--- src/rtl/mbr_pkg.sv ---
package mbr_pkg;
   localparam int WORD_W     = 32;
   localparam int ADDR_W     = 8;
   localparam int SEL_W      = 4;
   localparam logic [ADDR_W-1:0] WIN_LO   = 8'hA0;
   localparam logic [ADDR_W-1:0] WIN_HI   = 8'hAC;
   localparam logic [ADDR_W-1:0] STAT_OFF = 8'hB8;

   // status word: full flag, empty flag, level in the low byte
   function automatic logic [WORD_W-1:0] stat_word(input logic full,
                                                   input logic empty,
                                                   input logic [7:0] level);
      return {full, empty, 22'd0, level};
   endfunction
endpackage

--- src/rtl/mbr_fifo.sv ---
module mbr_fifo #(
   parameter int W = 32,
   parameter int D = 4,
   localparam int AW = (D > 1) ? $clog2(D) : 1,
   localparam int CW = $clog2(D + 1)
) (
   input  logic          clk,
   input  logic          rst_n,
   input  logic          push,
   input  logic [W-1:0]  din,
   input  logic          pop,
   output logic [W-1:0]  dout,
   output logic [CW-1:0] count
);
   logic [W-1:0]  mem [D];
   logic [AW-1:0] wp, rp;
   logic          do_push, do_pop;

   assign do_push = push && (count != CW'(D));
   assign do_pop  = pop && (count != '0);
   assign dout    = mem[rp];

   always_ff @(posedge clk) begin
      if (do_push) mem[wp] <= din;
   end

   always_ff @(posedge clk or negedge rst_n) begin
      if (!rst_n) begin
         wp    <= '0;
         rp    <= '0;
         count <= '0;
      end else begin
         if (do_push) wp <= (wp == AW'(D - 1)) ? '0 : wp + 1'b1;
         if (do_pop)  rp <= (rp == AW'(D - 1)) ? '0 : rp + 1'b1;
         case ({do_push, do_pop})
            2'b10:   count <= count + 1'b1;
            2'b01:   count <= count - 1'b1;
            default: count <= count;
         endcase
      end
   end
endmodule

--- src/rtl/mbr_pick.sv ---
module mbr_pick #(
   parameter int N = 9
) (
   input  logic         en,
   input  logic [N-1:0] req,
   output logic [N-1:0] grant
);
   logic [N:0] seen;
   assign seen[0] = 1'b0;
   for (genvar i = 0; i < N; i++) begin : g_chain
      assign grant[i]    = en & req[i] & ~seen[i];
      assign seen[i + 1] = seen[i] | req[i];
   end
endmodule

--- src/rtl/mbr_submit.sv ---
module mbr_submit
   import mbr_pkg::*;
#(
   parameter int NCH = 9
) (
   input  logic              wr_en,
   input  logic [ADDR_W-1:0] wr_addr,
   input  logic [SEL_W-1:0]  sel,
   input  logic [NCH-1:0]    chan_busy,
   input  logic              park_full,
   output logic [NCH-1:0]    dlv_now,
   output logic              park_push,
   output logic              err_now
);
   localparam int SPAN = 1 << SEL_W;

   logic            in_win, ch_ok, accept, tgt_busy;
   logic [SPAN-1:0] busy_ext, sel_hot;

   assign in_win   = wr_en && (wr_addr >= WIN_LO) && (wr_addr <= WIN_HI)
                     && (wr_addr[1:0] == 2'b00);
   assign ch_ok    = (int'(sel) < NCH);
   assign busy_ext = SPAN'(chan_busy);
   assign tgt_busy = busy_ext[sel];
   assign sel_hot  = SPAN'(1) << sel;

   // fullness is tested first: a full queue drops even idle-channel words
   assign accept    = in_win & ~park_full & ch_ok;
   assign park_push = accept & tgt_busy;
   assign dlv_now   = (accept & ~tgt_busy) ? sel_hot[NCH-1:0] : '0;
   assign err_now   = in_win & (park_full | ~ch_ok);
endmodule

--- src/rtl/mbr_router.sv ---
module mbr_router
   import mbr_pkg::*;
#(
   parameter int NCH        = 9,
   parameter int PARK_DEPTH = 4,
   parameter int RX_DEPTH   = 8,
   localparam int PCW = $clog2(PARK_DEPTH + 1),
   localparam int RCW = $clog2(RX_DEPTH + 1)
) (
   input  logic                  clk,
   input  logic                  rst_n,
   input  logic                  wr_en,
   input  logic [7:0]            wr_addr,
   input  logic [31:0]           wr_data,
   input  logic [7:0]            rd_addr,
   output logic [31:0]           rd_data,
   input  logic [NCH-1:0]        chan_busy,
   input  logic [NCH-1:0]        chan_avail,
   input  logic [NCH*32-1:0]     rsp_data,
   output logic [NCH-1:0]        rsp_pop,
   output logic [NCH-1:0]        dlv_valid,
   output logic [31:0]           dlv_data,
   output logic                  sub_err,
   input  logic                  rx_pop,
   output logic [31:0]           rx_data,
   output logic                  rx_empty,
   output logic                  rx_full,
   input  logic                  park_pop,
   output logic [31:0]           park_data
);
   if (NCH < 1 || NCH > (1 << SEL_W)) begin : g_bad_nch
      $error("mbr_router: NCH must lie in 1..16");
   end
   if (PARK_DEPTH < 2 || PARK_DEPTH > 255) begin : g_bad_park
      $error("mbr_router: PARK_DEPTH must lie in 2..255");
   end
   if (RX_DEPTH < 2) begin : g_bad_rx
      $error("mbr_router: RX_DEPTH must be at least 2");
   end

   logic [PCW-1:0]    park_cnt;
   logic [RCW-1:0]    rx_cnt;
   logic              park_full, park_empty;
   logic              park_push, err_now;
   logic [NCH-1:0]    dlv_now;
   logic [WORD_W-1:0] harvest_word;

   assign park_full  = (park_cnt == PCW'(PARK_DEPTH));
   assign park_empty = (park_cnt == '0);
   assign rx_full    = (rx_cnt == RCW'(RX_DEPTH));
   assign rx_empty   = (rx_cnt == '0);

   mbr_submit #(.NCH(NCH)) u_sub (
      .wr_en     (wr_en),
      .wr_addr   (wr_addr),
      .sel       (wr_data[SEL_W-1:0]),
      .chan_busy (chan_busy),
      .park_full (park_full),
      .dlv_now   (dlv_now),
      .park_push (park_push),
      .err_now   (err_now)
   );

   mbr_fifo #(.W(WORD_W), .D(PARK_DEPTH)) u_park (
      .clk   (clk),
      .rst_n (rst_n),
      .push  (park_push),
      .din   (wr_data),
      .pop   (park_pop),
      .dout  (park_data),
      .count (park_cnt)
   );

   // collection is suppressed in reset and while the receive queue is full
   mbr_pick #(.N(NCH)) u_pick (
      .en    (rst_n & ~rx_full),
      .req   (chan_avail),
      .grant (rsp_pop)
   );

   always_comb begin
      harvest_word = '0;
      for (int i = 0; i < NCH; i++) begin
         if (rsp_pop[i]) harvest_word |= rsp_data[i*WORD_W +: WORD_W];
      end
   end

   mbr_fifo #(.W(WORD_W), .D(RX_DEPTH)) u_rx (
      .clk   (clk),
      .rst_n (rst_n),
      .push  (|rsp_pop),
      .din   (harvest_word),
      .pop   (rx_pop),
      .dout  (rx_data),
      .count (rx_cnt)
   );

   always_ff @(posedge clk or negedge rst_n) begin
      if (!rst_n) begin
         dlv_valid <= '0;
         dlv_data  <= '0;
         sub_err   <= 1'b0;
      end else begin
         dlv_valid <= dlv_now;
         sub_err   <= err_now;
         if (|dlv_now) dlv_data <= wr_data;
      end
   end

   assign rd_data = (rd_addr == STAT_OFF)
                    ? stat_word(park_full, park_empty, 8'(park_cnt))
                    : '0;
endmodule

--- config.mk ---
export PLATFORM = sky130hd
export DESIGN_NAME = mbr_router
export DESIGN_NICKNAME = d
export VERILOG_FILES = /design/src/rtl/mbr_pkg.sv /design/src/rtl/mbr_fifo.sv /design/src/rtl/mbr_pick.sv /design/src/rtl/mbr_submit.sv /design/src/rtl/mbr_router.sv
export SDC_FILE = /design/constraint.sdc
export NUM_CORES = 1
export LEC_CHECK = 0
export BUFFER_PORTS_ARGS = -buffer_cell sky130_fd_sc_hd__buf_4
export CELL_PAD_IN_SITES_DETAIL_PLACEMENT = 0
export CELL_PAD_IN_SITES_GLOBAL_PLACEMENT = 1
export CORE_MARGIN = 10
export CORE_UTILIZATION = 47
export DETAILED_ROUTE_END_ITERATION = 8
export PLACE_DENSITY = 0.94
export RECOVER_POWER = 50
export SLEW_MARGIN = 20
export SYNTH_ARGS = -nofsm -noshare
export SYNTH_HDL_FRONTEND = slang
export SYNTH_SLANG_ARGS = --single-unit
--- constraint.sdc ---
create_clock -name clk -period 7.65 [get_ports clk]
set_input_delay 1.9125 -clock clk [delete_from_list [all_inputs] [get_ports clk]]
set_output_delay 1.9125 -clock clk [all_outputs]
set_load 0.01 [all_outputs]
==> summary.md, run 1 <==
| Metric | Value |
|---|---|
| R2R Setup Slk | `4.20 ns` |
| RSZ-0062 raised after global routing | `false` |
| Clock latency of the later-clocked register in the worst-skew pair | `between 0.5 and 0.6 ns` |
| Upper clock frequency limit | `between 150 and 200 MHz` |
| Length in cells of the worst reg-to-reg path | `5` |
| Residual DRC | `0` |
| IO Port Bufs | `478` |
| Total number of cells along the worst setup path | `6` |
| Slowest cell on the critical path | `clkbuf_1` |
| Antenna Cells | `0` |
| I/O pin count | `508` |
| Final antenna-violating net count | `0` |
| Number of search-and-repair iterations in the first detailed-routing pass | `5` |
| Resized Gates After CTS | `0` |
| Post-Layout Cell Count | `roughly 2,200` |
| Most frequent cell on the critical path | `buf_4` |
| CTS Buf Count | `44` |
| Worst setup path endpoint | `rsp_pop[8]` |
| Wire length reported by the detailed router | `between 50,000 and 60,000 um` |
| Largest net degree at the start of global routing | `68` |
| Post-route minimum period | `6.48 ns` |
| Worst path arrival time | `4.56 ns` |
| RR Endpoint | `dlv_data[7]` |
| Synthesis-to-layout area growth | `25.9%` |
| Final layout net count | `1,991` |
| Buffer depth of the longest clock path | `3` |
| Half-perimeter wire length after detailed placement | `39,300 um` |
| Final-report max-slew violation count | `67` |
| Part of the Yosys area used for sequential elements | `0.672` |
| Class of the worst hold path | `flip-flop to flip-flop` |
| Gate count after technology mapping | `1,151` |
| Setup Total Neg Slack | `0 ns` |
| Element type at the critical path start | `input port` |
| Clock sink count | `between 400 and 500` |
| Last weighted congestion value of the routability-driven placer | `0.884` |
| Buf+Inv Stages, Crit Path | `3` |
| Hold-fix buffers at CTS | `0` |
| Wire length per cell | `25.7 um` |
| Count of buffers added by post-CTS timing repair for setup | `0` |
| Post-route design area | `24,400 sq um` |
| Maximum fanout count along the critical path | `37` |
| Initial standard-cell utilization of the core | `0.474` |
| Largest stage delay, worst path | `1.39 ns` |
| Violated checks | `max-capacitance violations, max-slew violations` |
| Max-Slew Margin vs Limit | `-0.303` |
| Maximum ir drop on the vdd rail | `185 uV` |
| Worst path required time | `5.74 ns` |
| Fraction of final layout cells with drive strength greater than 1 | `0.381` |
| Leakage power of the design | `slightly above 9 nW` |
| Global-route wire length before repair | `approximately 83,000 um` |
| Clock-pin slew on the worst setup and hold paths | `0.06 ns` |
| Portion of the clock cycle consumed by the worst path in the final layout | `0.847` |
| Result of the run | `finished with violations` |
| Average vias per placed instance | `5.78` |
| Number of rows created at floorplan | `74` |
| Die Width | `223 um` |
| Primary FF master, synth | `edfxtp_1` |
| Cell Area, Placed | `about 23,000 sq um` |
| All-layer global routing usage | `0.218` |
| Yosys reg bits | `around 440` |
| Power density cells | `a little over 300 nW/um^2` |
| CP cell instances | `buf_4 > nor4_1 > and2_0 > clkbuf_1 > nor2b_1 > buf_4` |
| Total power | `7.50 mW` |
| Category of the worst setup path capture point | `output port` |
| Via count of the first global-routing pass | `roughly 14,000` |
| H-Tree Depth | `2` |
| Count of endpoints failing hold in the final timing report | `0` |
| Overall die area | `49,700 sq um` |
| Initial antenna violation count | `0` |
| Area of the core | `40,800 sq um` |
| Placed Instances | `2,103` |
| Total of warnings raised by yosys | `0` |
| Root buffer selected by CTS | `clkbuf_16` |
| Timing startpoint of the critical path | `chan_avail[5]` |
| Worst-Margin Slew | `around 2 ns` |
| Total overflow reported by the global router | `0` |
| EDFF count, synth | `384` |
| Max-cap check violation count | `2` |
| TritonCTS clock tree | `yes` |
| Clock skew | `0.0245 ns` |
| Mean post-synth cell area | `16.8 sq um` |
| Crit-path leading delay family | `buffers and inverters` |
| Total of fill cells in the finished design | `approximately 3,100` |
| Post-Synthesis Cell Area | `between 15,000 and 20,000 sq um` |
| Via count | `12,627` |
| Count of unique library cells instantiated by Yosys | `47` |
| Height of the chip | `223 um` |
| Critical register-to-register path startpoint | `u_park.count[2]` |
| Crit Path Class | `input port to output port` |
| Number of endpoints failing setup at the final stage | `0` |
| FFs w/ async S/R, synth | `0.133` |
| Final Worst Setup Slack | `1.17 ns` |
| Setup Slack @ Placement | `1.80 ns` |
| DRC violation total after the first TritonRoute iteration | `944` |
-- cell type report --
class	count	area [sq um]	share of cell area
flip-flops and latches	443	13000	0.534
multi-input cells	607	5770	0.237
repair buffers	503	3480	0.143
clock buffers	52	1130	0.0464
well taps	532	666	0.0273
clock inverters	29	256	0.0105
inverters	18	67.6	0.00277
-- state kept, by name, summed over array words and instances, names as in the netlist --
name	count
u_rx.mem	256
u_park.wp	2
u_park.count	3
dlv_valid	9
u_park.rp	2
sub_err	1
u_rx.wp	3
dlv_data	32
u_park.mem	128
u_rx.rp	3
u_rx.count	4
-- power breakdown --
group	leakage (nW)	switching, mW	internal [mW]	total, mW
registers	4.29	0.196	2.95	3.15
logic	4.13	1.13	1.15	2.28
clock network	0.672	0.876	1.20	2.07
-- synthesized netlist by cell type (5+ instances only) --
| cell | number | share of area |
|---|---|---|
| a21oi_1 | 30 | 0.0078 |
| a221oi_1 | 64 | 0.029 |
| a22oi_1 | 37 | 0.014 |
| and2_1 | 9 | 0.0029 |
| buf_1 | 5 | 0.00097 |
| buf_2 | 10 | 0.0026 |
| buf_4 | 27 | 0.010 |
| clkbuf_1 | 64 | 0.012 |
| dfrtp_1 | 59 | 0.076 |
| edfxtp_1 | 384 | 0.60 |
| ha_1 | 13 | 0.0084 |
| inv_1 | 18 | 0.0035 |
| mux2_2 | 37 | 0.022 |
| mux2_4 | 27 | 0.021 |
| mux4_2 | 98 | 0.11 |
| nand2_1 | 49 | 0.0095 |
| nand2b_1 | 7 | 0.0023 |
| nor2_1 | 26 | 0.0050 |
| nor2b_1 | 33 | 0.011 |
| nor3_1 | 34 | 0.0088 |
| nor4b_1 | 6 | 0.0027 |
| o21ai_0 | 37 | 0.0096 |
| o22ai_1 | 32 | 0.010 |
-- worst reg2reg max path: stages, from the launching register on --
cell and delay [ns]:
dfrtp_1 0.43, nor3b_1 0.18, nor4bb_1 0.28, clkbuf_1 0.35
nand3_1 1.24, mux2_1 0.84
-- how the worst min path moves through the flow --
stage	to	slack, ns	startpoint	depth (start not counted)
after floorplan	u_rx.count[3]	0.46	u_rx.count[3]	1
final	dlv_data[9]	0.50	dlv_data[9]	1
after global routing	dlv_data[9]	0.51	dlv_data[9]	1
after CTS	dlv_data[0]	0.51	dlv_data[0]	2
after global placement	dlv_data[0]	0.47	dlv_data[0]	2
after detailed placement	dlv_data[0]	0.49	dlv_data[0]	2
-- routing by layer --
metal  share of wire  up-vias  global-route usage  wire length [um]
met4           0.033        0              0.0776              1830
met5               0        -                   0                 0
met3           0.073      100              0.0455              4110
met2            0.53      555               0.379             29500
met1            0.37     6440               0.262             20600
li1                -     5532                   -                 -
-- cells in the final DEF (no fill, tap or decap), types with 3 or more instances in the layout --
| master | n |
|---|---|
| o21ai_0 | 37 |
| mux2_2 | 36 |
| clkinv_2 | 6 |
| nand2b_1 | 7 |
| dfrtp_2 | 3 |
| nand2_1 | 49 |
| conb_1 | 27 |
| nor2b_1 | 31 |
| nor4_1 | 3 |
| clkinv_1 | 13 |
| ha_1 | 13 |
| nand3_1 | 3 |
| nor4b_1 | 5 |
| clkbuf_16 | 44 |
| nor3_1 | 33 |
| mux4_2 | 98 |
| buf_4 | 423 |
| and2_1 | 8 |
| a21o_1 | 4 |
| nor2_1 | 22 |
| clkbuf_1 | 87 |
| a21oi_1 | 30 |
| nor2_4 | 4 |
| xnor2_1 | 3 |
| a221oi_1 | 64 |
| edfxtp_1 | 384 |
| nor3b_1 | 4 |
| xor2_1 | 4 |
| o22ai_1 | 32 |
| a22oi_1 | 38 |
| mux2_1 | 28 |
| bufinv_16 | 4 |
| dfrtp_1 | 55 |
| inv_1 | 18 |
-- cell families after synthesis --
kind of cell	share of synthesized area
AO/OA/AOI/OAI	0.0762
XOR/XNOR	0.00317
adder cells (fa/ha/maj)	0.0105
buffers and inverters	0.0317
flip-flops	0.672
multiplexers	0.157
other	0.000194
AND/OR/NAND/NOR	0.0498
-- through the flow --
stage               utilization  hold WS (ns)
finish                    0.597         0.495
global route              0.597         0.506
CTS                       0.608         0.505
detailed placement        0.574         0.492
global placement          0.574         0.471
floorplan                     -         0.464
Power figures use the tool's default switching activity.
==> inputs of run 2 (changes only) <==
--- a/config.mk
+++ b/config.mk
@@ -5,13 +5,14 @@
 export SDC_FILE = /design/constraint.sdc
 export NUM_CORES = 1
 export LEC_CHECK = 0
+export ABC_AREA = 1
 export BUFFER_PORTS_ARGS = -buffer_cell sky130_fd_sc_hd__buf_4
 export CELL_PAD_IN_SITES_DETAIL_PLACEMENT = 0
 export CELL_PAD_IN_SITES_GLOBAL_PLACEMENT = 1
 export CORE_MARGIN = 10
-export CORE_UTILIZATION = 47
+export CORE_UTILIZATION = 37
 export DETAILED_ROUTE_END_ITERATION = 8
-export PLACE_DENSITY = 0.94
+export PLACE_DENSITY = 0.86
 export RECOVER_POWER = 50
 export SLEW_MARGIN = 20
 export SYNTH_ARGS = -nofsm -noshare
==> constraint.sdc (replaced) <==
create_clock -name clk -period 5.3 [get_ports clk]
set_input_delay 1.325 -clock clk [delete_from_list [all_inputs] [get_ports clk]]
set_output_delay 1.325 -clock clk [all_outputs]
set_load 0.01 [all_outputs]
==> run 2 against run 1 <==
  * Sequential power increased by 42%
  * Register-to-register slack got worse by 2.4 ns
  * The run still ends with max-capacitance violations, max-slew violations left
  * Synthesized area increased by 7.2%
  * Clock power increased by 41%
  * Sequential cell count unchanged
  * Hold slack got worse by 0.0099 ns
  * Critical endpoint is now rsp_pop[5]
  * Critical path depth unchanged
==> summary.md, run 2 <==
| Metric | Value |
|---|---|
| Clock skew | `0.0184 ns` |
| Largest net degree at the start of global routing | `81` |
| FFs w/ async S/R, synth | `0.133` |
| Clock sink count | `443` |
| Yosys top cell by area | `edfxtp_1` |
| Max reg flops | `256` |
| Most frequent cell on the critical path | `buf_4` |
| Most common cell in the netlist | `nor2_1` |
| Area of the core | `~55,000 sq um` |
| Hold-fix buffers at CTS | `0` |
| Mean post-synth cell area | `9.88 sq um` |
| Via count | `16,972` |
| Maximum ir drop on the vdd rail | `271 uV` |
| Post-Layout Cell Count | `3,332` |
| CTS Buf Count | `44` |
| Half-perimeter wire length after detailed placement | `51,800 um` |
| CP cell instances | `clkbuf_1 > buf_4 > nand3_1 > nor2_2 > buf_4 > buf_4` |
| Clock-pin slew on the worst setup and hold paths | `roughly 0.060 ns` |
| Largest stage delay, worst path | `0.67 ns` |
| Resized Gates After CTS | `0` |
| Result of the run | `finished with violations` |
| Initial standard-cell utilization of the core | `0.375` |
| Yosys reg bits | `443` |
| Number of rows created at floorplan | `86` |
| Category of the worst setup path capture point | `output port` |
| Buf+Inv Stages, Crit Path | `4` |
| Max-Slew Margin vs Limit | `-0.448` |
| Final-report max-slew violation count | `132` |
| Maximum fanout count along the critical path | `64` |
| Total power | `11.5 mW` |
| Portion of the clock cycle consumed by the worst path in the final layout | `0.856` |
| Top register by number of flip-flops | `u_rx.mem` |
| DRC violation total after the first TritonRoute iteration | `1,270` |
| Initial antenna violation count | `7` |
| Hold Slack | `0.485 ns` |
| Last weighted congestion value of the routability-driven placer | `0.970` |
| All-layer global routing usage | `0.205` |
| Residual DRC | `0` |
| Most frequent cells in the layout | `437 x buf_4, 435 x nor2_1, 384 x edfxtp_1, 338 x nand2_1, 187 x o21ai_0` |
| Slowest cell on the critical path | `buf_4` |
| Worst path arrival time | `roughly 3.2 ns` |
| Global-route wire length before repair | `105,000 um` |
| Primary FF master, synth | `edfxtp_1` |
| Setup Total Neg Slack | `0 ns` |
| Synthesis-to-layout area growth | `25.7%` |
| Number of search-and-repair iterations in the first detailed-routing pass | `5` |
| Height of the chip | `257 um` |
| Final layout net count | `2,916` |
| Upper clock frequency limit | `220 MHz` |
| Leading cell types by total area after synthesis | `edfxtp_1 56%, nor2_1 8.0%, dfrtp_1 7.1%` |
| Total overflow reported by the global router | `0` |
| Number of endpoints failing setup at the final stage | `0` |
| Via count of the first global-routing pass | `17,151` |
| TritonCTS clock tree | `yes` |
| Worst-Margin Slew | `2.17 ns` |
| H-Tree Depth | `2` |
| Class of the worst hold path | `flip-flop to flip-flop` |
| Top-area cell type share of the netlist area | `0.556` |
| Post-Synthesis Cell Area | `~21,000 sq um` |
| Buffer depth of the longest clock path | `3` |
| Max-cap check violation count | `4` |
| Crit Path Class | `input port to output port` |
| Crit-path leading delay family | `buffers and inverters` |
| Average vias per placed instance | `5.09` |
| Wire length per cell | `21.4 um` |
| Total of warnings raised by yosys | `0` |
| Final antenna-violating net count | `0` |
| Element type at the critical path start | `input port` |
| Fraction of final layout cells with drive strength greater than 1 | `0.209` |
| RSZ-0062 raised after global routing | `false` |
| Violated checks | `max-capacitance violations, max-slew violations` |
| Die Width | `257 um` |
| Part of the Yosys area used for sequential elements | `0.627` |
| Most common library cells after synthesis | `445 x nor2_1, 384 x edfxtp_1, 337 x nand2_1, 171 x inv_1, 156 x o21ai_0` |
| Gate count after technology mapping | `2,100` |
| Root buffer selected by CTS | `clkbuf_16` |
| EDFF count, synth | `~380` |
| Placed Instances | `3,244` |
| Registers with the most flip-flops | `u_rx.mem (256), u_park.mem (128), dlv_data (32)` |
| Overall die area | `66,000 sq um` |
| Leading cell type in the layout, fill and taps excluded | `buf_4` |
| Count of endpoints failing hold in the final timing report | `0` |
| I/O pin count | `508` |
| Count of unique library cells instantiated by Yosys | `38` |
| Power density cells | `443 nW/um^2` |
| Wire length reported by the detailed router | `71,200 um` |
| Worst path required time | `3.97 ns` |
| Clock latency of the later-clocked register in the worst-skew pair | `0.54 ns` |
| IO Port Bufs | `478` |
| Count of buffers added by post-CTS timing repair for setup | `0` |
| Leakage power of the design | `11.0 nW` |
| Post-route minimum period | `4.54 ns` |
| Post-route design area | `26,100 sq um` |
| Cell Area, Placed | `25,000 sq um` |
-- run 2: cell count changes after synthesis, moves of 82 or more --
cell	change
nand2_1	+288
nor2_1	+419
o21ai_0	+119
nand3_1	+111
inv_1	+153
nand4_1	+82
mux4_2	-98
-- run 2: report_power, final --
| group | total (mW) | switching [mW] | leakage, nW | internal [mW] |
|---|---|---|---|---|
| registers | 4.46 | 0.203 | 4.30 | 4.26 |
| logic | 4.17 | 2.69 | 6.01 | 1.47 |
| clock network | 2.92 | 1.25 | 0.672 | 1.67 |
| total | 11.5 | 4.14 | 11.0 | 7.40 |
-- run 2: stage by stage --
step,util,setup WS [ns]
4_1_cts,0.477,0.934
6_report,0.472,0.764
2_1_floorplan,-,1.14
5_1_grt,0.472,0.495
3_5_place_dp,0.452,0.956
3_3_place_gp,0.452,0.982
-- run 2: logic make-up (layout without fill, tap and decap cells) --
logic type               Yosys count  count (layout)  share of synthesized area
adder cells (fa/ha/maj)           15              15                    0.00977
other                              1              33                   0.000181
AND/OR/NAND/NOR                 1023            1023                      0.211
flip-flops                       443             443                      0.627
AO/OA/AOI/OAI                    289             289                     0.0835
XOR/XNOR                           5               5                    0.00211
buffers and inverters            324             776                     0.0667
-- run 2: final cells by class --
class | count | area [sq um]
sequential | 443 | 13000
clock inverter | 21 | 143
clock buffer | 61 | 1230
antenna | 6 | 15.0
timing repair buffer | 518 | 3600
tap | 748 | 936
fill | 5248 | 29200
inverter | 176 | 662
multi-input combinational | 1359 | 6490
-- run 2: layer usage --
layer / global-route usage / part of all wire / routed length (um) / vias up
met3: 0.0338 / 0.056 / 4010 / 99
met5: 0 / 0 / 0 / -
li1: - / - / - / 8057
met1: 0.245 / 0.40 / 28300 / 8240
met2: 0.368 / 0.52 / 37000 / 576
met4: 0.0726 / 0.028 / 1970 / 0
-- run 2: worst paths after layout --
path	start	to	slack [ns]	cells past startpoint
max	rst_n	rsp_pop[5]	0.76	6
min	dlv_data[1]	dlv_data[1]	0.49	2
max reg2reg	u_rx.count[0]	u_rx.count[3]	1.84	16
min reg2reg	dlv_data[1]	dlv_data[1]	0.49	2
max in group asynchronous	rst_n	u_rx.rp[1]	3.23	2
min in group asynchronous	rst_n	u_rx.count[0]	1.53	2
-- run 2: worst register-to-register path: stages (launching register included) --
cell     delay, ns
dfrtp_1       0.42
nor2_1        0.33
nand2_2       0.13
nand2_4       0.25
nor2_1        0.10
nand2_2       0.23
nand2_1       0.10
nor2_1        0.21
nand2_1       0.15
inv_2         0.22
ha_1          0.29
ha_1          0.30
a21oi_1       0.14
nand2_1       0.08
a21oi_1       0.12
o21ai_0       0.12
xor2_1        0.16
